<file path="src/rtl/spi_xm_pkg.sv">
package spi_xm_pkg;

  typedef struct packed {
    logic cpol;
    logic cpha;
    logic ext;
    logic gate;
  } xm_cfg_t;

  typedef enum logic [2:0] {
    ST_IDLE,
    ST_ALIGN,
    ST_LOAD,
    ST_SHIFT,
    ST_TAIL
  } xm_state_t;

  // ctrl_hi[2] = word bit 31 (valid), [1] = bit 30 (ext), [0] = bit 29 (gate)
  localparam int HI_VALID = 2;
  localparam int HI_EXT   = 1;
  localparam int HI_GATE  = 0;

  function automatic xm_cfg_t decode_cfg(input logic [2:0] hi, input logic [1:0] mode);
    xm_cfg_t c;
    if (hi[HI_VALID]) begin
      c.cpol = mode[1];
      c.cpha = mode[0];
      c.ext  = hi[HI_EXT];
      c.gate = hi[HI_GATE];
    end else begin
      c.cpol = 1'b0;
      c.cpha = 1'b0;
      c.ext  = 1'b0;
      c.gate = 1'b1;
    end
    return c;
  endfunction

  // latch on the edge that leaves the idle level?
  function automatic logic latch_on_lead(input logic cpha);
    return ~cpha;
  endfunction

  // launch on the edge that leaves the idle level?
  function automatic logic launch_on_lead(input logic cpha, input logic ext);
    return cpha ^ ext;
  endfunction

endpackage

</file>
<file path="src/rtl/spi_xm_divider.sv">
module spi_xm_divider #(
  parameter int DIV_W = 8
) (
  input  logic             clk,
  input  logic             rst_n,
  input  logic             restart,
  input  logic [DIV_W-1:0] div,
  output logic             tick
);

  logic [DIV_W-1:0] cnt_q;

  assign tick = (cnt_q >= div);

  always_ff @(posedge clk or negedge rst_n) begin
    if (!rst_n) begin
      cnt_q <= '0;
    end else if (restart || tick) begin
      cnt_q <= '0;
    end else begin
      cnt_q <= cnt_q + 1'b1;
    end
  end

endmodule

</file>
<file path="src/rtl/spi_xm_shifter.sv">
module spi_xm_shifter #(
  parameter int W = 8
) (
  input  logic         clk,
  input  logic         rst_n,
  input  logic         load,
  input  logic [W-1:0] load_data,
  input  logic         latch,
  input  logic         launch,
  input  logic         miso,
  output logic         mosi,
  output logic [W-1:0] rx_word,
  output logic         shift_fire
);

  localparam int CNT_W = $clog2(W + 1);
  localparam logic [CNT_W-1:0] FULL = CNT_W'(W);

  logic [W-1:0]     tx_sr, rx_sr;
  logic [CNT_W-1:0] lat_cnt, lat_cnt_nxt;
  logic             pend_q;

  // a launch only advances after the current bit has been latched
  assign lat_cnt_nxt = lat_cnt + (latch ? CNT_W'(1) : CNT_W'(0));
  assign shift_fire  = !load && launch && (pend_q || latch) && (lat_cnt_nxt < FULL);

  always_ff @(posedge clk or negedge rst_n) begin
    if (!rst_n) begin
      tx_sr   <= '0;
      rx_sr   <= '0;
      lat_cnt <= '0;
      pend_q  <= 1'b0;
    end else if (load) begin
      tx_sr   <= load_data;
      lat_cnt <= '0;
      pend_q  <= 1'b0;
    end else begin
      if (latch) rx_sr <= {rx_sr[W-2:0], miso};
      lat_cnt <= lat_cnt_nxt;
      if (shift_fire) begin
        tx_sr  <= {tx_sr[W-2:0], 1'b0};
        pend_q <= 1'b0;
      end else begin
        pend_q <= pend_q | latch;
      end
    end
  end

  assign mosi    = tx_sr[W-1];
  assign rx_word = rx_sr;

endmodule

</file>
<file path="src/rtl/spi_xmode_master.sv">
module spi_xmode_master
  import spi_xm_pkg::*;
#(
  parameter int W     = 8,
  parameter int DIV_W = 8,
  parameter int LEN_W = 8
) (
  input  logic             clk,
  input  logic             rst_n,
  input  logic             start,
  input  logic [2:0]       ctrl_hi,
  input  logic [1:0]       mode,
  input  logic [DIV_W-1:0] clk_div,
  input  logic [LEN_W-1:0] xfer_len,
  input  logic [LEN_W-1:0] prepend_len,
  input  logic [W-1:0]     tx_data,
  input  logic             tx_valid,
  output logic             tx_ready,
  output logic [W-1:0]     rx_data,
  output logic             rx_valid,
  output logic             sclk,
  output logic             cs_n,
  output logic             mosi,
  input  logic             miso,
  output logic             done,
  output logic             err
);

  localparam int HALF_W = $clog2(2 * W);
  localparam logic [HALF_W-1:0] HALF_LAST = HALF_W'(2 * W - 1);

  xm_state_t        state_q;
  xm_cfg_t          cfg_q, live_cfg;
  logic             sclk_q, cs_n_q, done_q, err_q, rxv_q;
  logic [HALF_W-1:0] half_q;
  logic [LEN_W-1:0] byte_q, len_q, pre_q;
  logic [DIV_W-1:0] div_q;

  // named internal events
  logic tick, div_restart, shift_tick, edge_lead;
  logic latch_ev, launch_ev, byte_end, last_byte;
  logic load_fire, in_idle, shift_fire;
  logic [DIV_W-1:0] div_sel;

  assign live_cfg    = decode_cfg(ctrl_hi, mode);
  assign in_idle     = (state_q == ST_IDLE);
  assign div_sel     = in_idle ? clk_div : div_q;
  assign div_restart = (state_q == ST_LOAD);
  assign shift_tick  = (state_q == ST_SHIFT) && tick;
  assign edge_lead   = ~half_q[0];
  assign latch_ev    = shift_tick && (edge_lead == latch_on_lead(cfg_q.cpha));
  assign launch_ev   = shift_tick && (edge_lead == launch_on_lead(cfg_q.cpha, cfg_q.ext));
  assign byte_end    = shift_tick && (half_q == HALF_LAST);
  assign last_byte   = (byte_q == len_q - 1'b1);
  assign load_fire   = (state_q == ST_LOAD) && tx_valid;
  assign tx_ready    = (state_q == ST_LOAD);

  spi_xm_divider #(.DIV_W(DIV_W)) u_div (
    .clk     (clk),
    .rst_n   (rst_n),
    .restart (div_restart),
    .div     (div_sel),
    .tick    (tick)
  );

  spi_xm_shifter #(.W(W)) u_shf (
    .clk        (clk),
    .rst_n      (rst_n),
    .load       (load_fire),
    .load_data  (tx_data),
    .latch      (latch_ev),
    .launch     (launch_ev),
    .miso       (miso),
    .mosi       (mosi),
    .rx_word    (rx_data),
    .shift_fire (shift_fire)
  );

  always_ff @(posedge clk or negedge rst_n) begin
    if (!rst_n) begin
      state_q <= ST_IDLE;
      cfg_q   <= decode_cfg(3'b000, 2'b00);
      sclk_q  <= 1'b0;
      cs_n_q  <= 1'b1;
      half_q  <= '0;
      byte_q  <= '0;
      len_q   <= '0;
      pre_q   <= '0;
      div_q   <= '0;
      done_q  <= 1'b0;
      err_q   <= 1'b0;
      rxv_q   <= 1'b0;
    end else begin
      done_q <= 1'b0;
      err_q  <= 1'b0;
      rxv_q  <= byte_end && (byte_q >= pre_q);
      unique case (state_q)
        ST_IDLE: begin
          cfg_q <= live_cfg;
          div_q <= clk_div;
          if (live_cfg.gate) sclk_q <= live_cfg.cpol;
          else if (tick)     sclk_q <= ~sclk_q;
          if (start) begin
            if (xfer_len == '0) begin
              err_q <= 1'b1;
            end else begin
              len_q   <= xfer_len;
              pre_q   <= prepend_len;
              byte_q  <= '0;
              state_q <= ST_ALIGN;
            end
          end
        end
        ST_ALIGN: begin
          if (sclk_q == cfg_q.cpol) begin
            cs_n_q  <= 1'b0;
            state_q <= ST_LOAD;
          end else if (tick) begin
            sclk_q <= cfg_q.cpol;
          end
        end
        ST_LOAD: begin
          if (tx_valid) begin
            half_q  <= '0;
            state_q <= ST_SHIFT;
          end
        end
        ST_SHIFT: begin
          if (tick) begin
            sclk_q <= ~sclk_q;
            half_q <= half_q + 1'b1;
            if (byte_end) begin
              byte_q  <= byte_q + 1'b1;
              state_q <= last_byte ? ST_TAIL : ST_LOAD;
            end
          end
        end
        ST_TAIL: begin
          if (tick) begin
            cs_n_q  <= 1'b1;
            done_q  <= 1'b1;
            state_q <= ST_IDLE;
          end
        end
        default: state_q <= ST_IDLE;
      endcase
    end
  end

  assign sclk     = sclk_q;
  assign cs_n     = cs_n_q;
  assign done     = done_q;
  assign err      = err_q;
  assign rx_valid = rxv_q;

endmodule

</file>
<file path="config.mk">
export PLATFORM = sky130hd
export DESIGN_NAME = spi_xmode_master
export DESIGN_NICKNAME = d
export VERILOG_FILES = /design/src/rtl/spi_xm_pkg.sv /design/src/rtl/spi_xm_divider.sv /design/src/rtl/spi_xm_shifter.sv /design/src/rtl/spi_xmode_master.sv
export SDC_FILE = /design/constraint.sdc
export NUM_CORES = 1
export LEC_CHECK = 0
export ABC_AREA = 1
export BUFFER_PORTS_ARGS = -buffer_cell sky130_fd_sc_hd__buf_4
export CORE_MARGIN = 2
export CORE_UTILIZATION = 40
export CTS_BUF_LIST = sky130_fd_sc_hd__clkbuf_4 sky130_fd_sc_hd__clkbuf_8
export DETAILED_ROUTE_END_ITERATION = 8
export PLACE_DENSITY = 0.57
export RECOVER_POWER = 25
export SYNTH_ARGS = -nofsm -noshare
export SYNTH_HDL_FRONTEND = slang
export SYNTH_HIERARCHICAL = 1
export SYNTH_SLANG_ARGS = --single-unit
</file>
<file path="constraint.sdc">
create_clock -name clk -period 7.29 [get_ports clk]
set_clock_uncertainty 0.1 [all_clocks]
set_input_delay 1.0935 -clock clk [delete_from_list [all_inputs] [get_ports clk]]
set_output_delay 1.0935 -clock clk [all_outputs]
set_load 0.02 [all_outputs]
</file>
# Word level (Yosys, flattened, before mapping)

Cells that the tools add are included.

Bits in latches: 0
Bits in writable memories: 0
Memory bits (read-only): 0
Memories: 0
Bits of input ports: 42
Output and inout bits: 15
Register bits after elaboration: 76
Word-level logic and storage cells: 117

$mul: 0
Divide/modulo/power cells: 0
Muxes and demuxes: 39
Bitwise logic cells: 7
Reduce and logical (&&, ||, !) cells: 26
Order comparisons: 3
Shift operators: 0
Add/sub/neg operators: 5
Equality and inequality tests: 18

Operators by type and width:

| cell                  | count |
|---|---|
| $mux W8               | 8 |
| $mux W3               | 8 |
| $ne A2 B2 Y1 const B  | 9 |
| $add A8 B1 Y8 const B | 2 |
| $ge A8 B8 Y1          | 2 |
| $mux W4               | 4 |
| $pmux W8 S2           | 1 |
| $pmux W3 S5           | 1 |
| $mux W1               | 14 |
| $reduce_and A3 Y1     | 4 |
| $logic_and A1 B1 Y1   | 9 |
| $eq A8 B8 Y1          | 1 |
| $logic_not A8 Y1      | 1 |
| $pmux W4 S2           | 1 |
| $reduce_bool A2 Y1    | 4 |
| $sub A8 B1 Y8 const B | 1 |
| $reduce_and A7 Y1     | 1 |
| $eq A3 B2 Y1 const B  | 2 |
| $not A1 Y1            | 5 |
| $reduce_and A5 Y1     | 1 |
| $add A4 B1 Y4 const B | 1 |
| $add A4 B4 Y4         | 1 |
| $eq A4 B4 Y1 const B  | 1 |
| $lt A4 B4 Y1 const B  | 1 |
| other kinds (12)      | 15 |

# Logic depth before layout (Yosys ltp)

Depth after elaboration: 11
Gate-level depth with buffers: 25
Mapped depth without buffers: 24

# By module

The synthesis kept the hierarchy.

Modules (own cells, without submodules):

| module           | times used | seq. area each (µm²) | area an instance (µm²) | cells an instance |
|---|---|---|---|---|
| spi_xmode_master | 1          | 1177.4               | 2622.5                 | 344 |
| spi_xm_shifter   | 1          | 525.5                | 949.7                  | 101 |
| spi_xm_divider   | 1          | 200.2                | 595.6                  | 72 |

# Worst setup path after synthesis

Ideal clock, no wire load.

Kind: input port to flip-flop
From: input clk_div[7]
To: register u_shf.tx_sr[7]
Setup time: 0.117 ns
Data arrival time: 3.125 ns
Slack: 3.948 ns
Cell stages on the path: 18
Path buffers: 0
Cell sequence: nand2_1 nand2_1 inv_1 ha_1 nand2_1 nor2_1 nand2_1 nand3_1 inv_1 nor2_2 inv_2 nor2_1 ha_1 nand4_1 nand3_4 nand2_4 nand2_1 nand2_1

Word-level cells in the longest chain between the ends: 9
Elaborated cells between the ends (all ways): 13
Classes of those cells: 1 x add/sub; 2 x order compare; 2 x mux; 8 x reduce/logical

Ends and longest elaborated chain:

| item                             | RTL line               | RTL |
|---|---|---|
| from (decl)                      | spi_xmode_master.sv:13 | `input logic [DIV_W-1:0] clk_div,` |
| $mux W8 (*)                      | n/a                    |  |
| via div_sel[7]                   | spi_xmode_master.sv:43 | `logic [DIV_W-1:0] div_sel;` |
| $ge A8 B8 Y1 (*)                 | spi_xm_divider.sv:13   | `assign tick = (cnt_q >= div);` |
| via tick                         | spi_xmode_master.sv:40 | `logic tick, div_restart, shift_tick, edge_lead;` |
| $logic_and A1 B1 Y1 (*)          | spi_xmode_master.sv:49 | `assign shift_tick = (state_q == ST_SHIFT) && tick;` |
| $logic_and A1 B1 Y1 (*)          | spi_xmode_master.sv:51 | `assign latch_ev = shift_tick && (edge_lead == latch_on_lead(cfg_q.cpha));` |
| via latch_ev                     | spi_xmode_master.sv:41 | `logic latch_ev, launch_ev, byte_end, last_byte;` |
| $mux W1                          | spi_xm_shifter.sv:24   | `assign lat_cnt_nxt = lat_cnt + (latch ? CNT_W'(1) : CNT_W'(0));` |
| $add A4 B4 Y4                    | spi_xm_shifter.sv:24   |  |
| $lt A4 B4 Y1                     | spi_xm_shifter.sv:25   | `assign shift_fire = !load && launch && (pend_q \|\| latch) && (lat_cnt_nxt < FULL);` |
| $logic_and A1 B1 Y1 (*)          | spi_xm_shifter.sv:25   |  |
| $reduce_bool A2 Y1 (no line) (*) | n/a                    |  |
| to (signal assigned)             | spi_xm_shifter.sv:34   | `tx_sr <= load_data;` |
| to (signal assigned)             | spi_xm_shifter.sv:41   | `tx_sr <= {tx_sr[W-2:0], 1'b0};` |
| to (decl)                        | spi_xm_shifter.sv:19   | `logic [W-1:0] tx_sr, rx_sr;` |

Mark *: on every way through the listed nets, which the timed path passes. The rest lies on a longest branch.
A chain may end at the register's enable or synchronous reset.

==> out/qor.txt <==
Worst Max-Slew Pin Slew = 4.08 ns
FF+latch area = 1900 µm²
First-pass GRT wire length = 15000 µm
Fin crit share = 62.3%
Number of global-route vias before repair = 3340
Max Cap Viol = 1
Minimum clock period = 4.54 ns
DIE WIDTH = 106 µm
Core ar. = 10200 µm²
R2R depth = 22
Hold depth = 2
Worst Path Max Fanout = 76
Final Max Slew Viols = 77
Routed Wire Length = 8700 µm
Failing checks = max-capacitance violations, max-slew violations
N_diodes = 0
CP Class = in -> async
Top cell family by delay on the critical path = buffers and inverters
Combinational share of power = 42.1%
# Post-CTS Setup Buffers = 0
# DRC = 0
Die Area = 11200 µm²
Power density over the cells = 336 nW/µm²
Syn nets = 580
Total GRT Usage = 16.6%
Hold path start = div_q[6]
Element type at the critical path start = input pin
Crit end category = asynchronous set/reset pin
Hold EP = div_q[6]
Clock share of power = 19.9%
Lkg Pwr = 2.65 nW
# setup viols final = 0
Required time of the worst setup path = 6.71 ns
I/O pin total = 57
Via density = 4.68
Skew-Pair Late Insertion Delay = 0.35 ns
Fmax = 220 MHz
Initial antenna violation count = 0
CTS clock-pin slew for the worst setup and hold paths = 0.08 ns
Post-DP HPWL = 6470 µm
Root Driver = clkbuf_8
CTS buffer count = 9
Post-Syn Instances = 516
Multi-input gate area = 1960 µm²
Internal power = 0.958 mW
Hold Crit Class = reg -> reg
Status = finished with violations
Ys Warns = 6
Critical Path Slowest Stage Cell = clkbuf_1
Avg WL per Cell = 12.1 µm
RSZ-0062 raised after global routing = no
I/O Buffers = 56
Worst path max stage delay = 2.82 ns
Via count = 3352
Switching Share = 42.0%
Largest net degree at the start of global routing = 77
Crit-path cells = clkbuf_1
Mean post-synth cell area = 8.07 µm²
Psw = 0.693 mW
Pre-antenna DRT Iters = 7
Post-CTS resize count = 0
Clock sinks = 76
Layout cells sized above 1 = 17.0%
DP Area = 4720 µm²
Fill cell count = 1010
Arrival time at the worst endpoint = 3.96 ns
Clock Path Buffers = 2
Gr ovfl total = 0
Standard-cell rows = 37
Critical Path Source = rst_n
H-tree depth = 3
DR iter-0 viols = 159
TritonCTS clock tree = yes
Final Hold Vio Count = 0
Post-Syn Area = 4160 µm²
Starting Density = 40.7%
Fin nets = 640
Setup total negative slack = 0 ns
GPL Wtd Cong = 0.814
FF-to-FF setup slack = 3.18 ns
Worst hold slack = 0.381 ns
Worst R2R Start = state_q[2]
Register share of total power = 38.1%
Die H = 106 µm
Number of hold buffers added after cts = 0
Reg2Reg Capture Point = u_shf/tx_sr[2]
Max-slew headroom = -172%
Layout area overhead = 18.0%
Final Instance Area = 4910 µm²
Maximum vdd drop = 0.189 mV
Buf+Inv Stages, Crit Path = 1
Antenna Nets Post-Route = 0
[power groups by stage]
stage | sequential, mW | combinational [mW] | clock [mW]
2_1_floorplan | 0.633 | 0.519 | 0
3_3_place_gp | 0.635 | 0.685 | 0
3_5_place_dp | 0.636 | 0.703 | 0
4_1_cts | 0.629 | 0.705 | 0.340
5_1_grt | 0.647 | 0.813 | 0.358
6_report | 0.628 | 0.694 | 0.328
[routing by layer]
| metal | track usage, % | up-vias | wire [µm] |
|---|---|---|---|
| li1 | - | 1744 | - |
| met1 | 20.8 | 1572 | 4070 |
| met2 | 28.5 | 30 | 4310 |
| met3 | 3.62 | 6 | 235 |
| met4 | 5.73 | 0 | 85 |
| met5 | 0 | - | 0 |
[flip-flops by register name, indices dropped and copies added, names as in the netlist, 3 cells and up]
register and flops:
byte_q 8, div_q 8, len_q 8, pre_q 8, u_div/cnt_q 8, u_shf/rx_word 8, u_shf/tx_sr 8, half_q 4
u_shf/lat_cnt 4, cfg_q 3, state_q 3
[area by class of cell]
type	count	area share (%)
Timing Repair Buffer	56	8.48
Inverter	70	5.40
Clock inverter	7	1.55
Clock buffer	9	2.52
Tap cell	136	3.46
Multi-Input combinational cell	363	39.9
Sequential cell	76	38.7
[metrics by stage]
step | power, mW | cells | setup slack, ns | utilization (%)
3_5_place_dp | 1.34 | 701 | 3.42 | 46.1
3_3_place_gp | 1.32 | 701 | 3.60 | 46.1
2_1_floorplan | 1.15 | 516 | 3.96 | -
6_report | 1.65 | 717 | 2.75 | 48.0
4_1_cts | 1.67 | 717 | 3.39 | 48.1
5_1_grt | 1.82 | 717 | 1.84 | 48.0
[worst reg2reg max path, cell delays in order, from the launching register on]
cell     delay (ns)
dfrtp_1        0.44
nor2_1         0.21
nand2_1        0.31
inv_1          0.49
nand2_1        0.11
nand2_1        0.10
inv_1          0.05
ha_1           0.30
nand2_1        0.08
nor2_1         0.15
nand2_1        0.12
nand3_1        0.21
inv_1          0.12
nor2_2         0.15
inv_2          0.07
nor2_1         0.21
ha_1           0.24
nand3_1        0.09
nand2_1        0.12
nand3_4        0.15
nand2_4        0.14
nand2_1        0.06
nand2_1        0.06
[worst max path at each step]
| stage | end | slack, ns | cells past startpoint |
|---|---|---|---|
| floorplan | u_shf/tx_sr[7] | 3.96 | 18 |
| global placement | u_shf/tx_sr[4] | 3.60 | 21 |
| detailed placement | u_shf/tx_sr[2] | 3.42 | 23 |
| CTS | u_shf/tx_sr[2] | 3.39 | 22 |
| global route | done | 1.84 | 1 |
| finish | done | 2.75 | 1 |
[layout by cell type (no fill, tap or decap), drive strengths merged]
master    instances
nand2           157
a21o              1
o21ai            19
a22o              1
dfstp             1
clkbuf           10
dfrtp            75
ha               22
inv              71
nand3            27
buf              55
nor4              3
nand4             7
o2111ai           1
o22ai             3
a21oi            24
clkinvlp          2
xor2             16
mux2              6
a211oi            1
clkinv            3
nand3b            1
bufinv            1
a31oi             1
xnor2             7
nor3              3
nor2             63
Power figures use the tool's default switching activity.
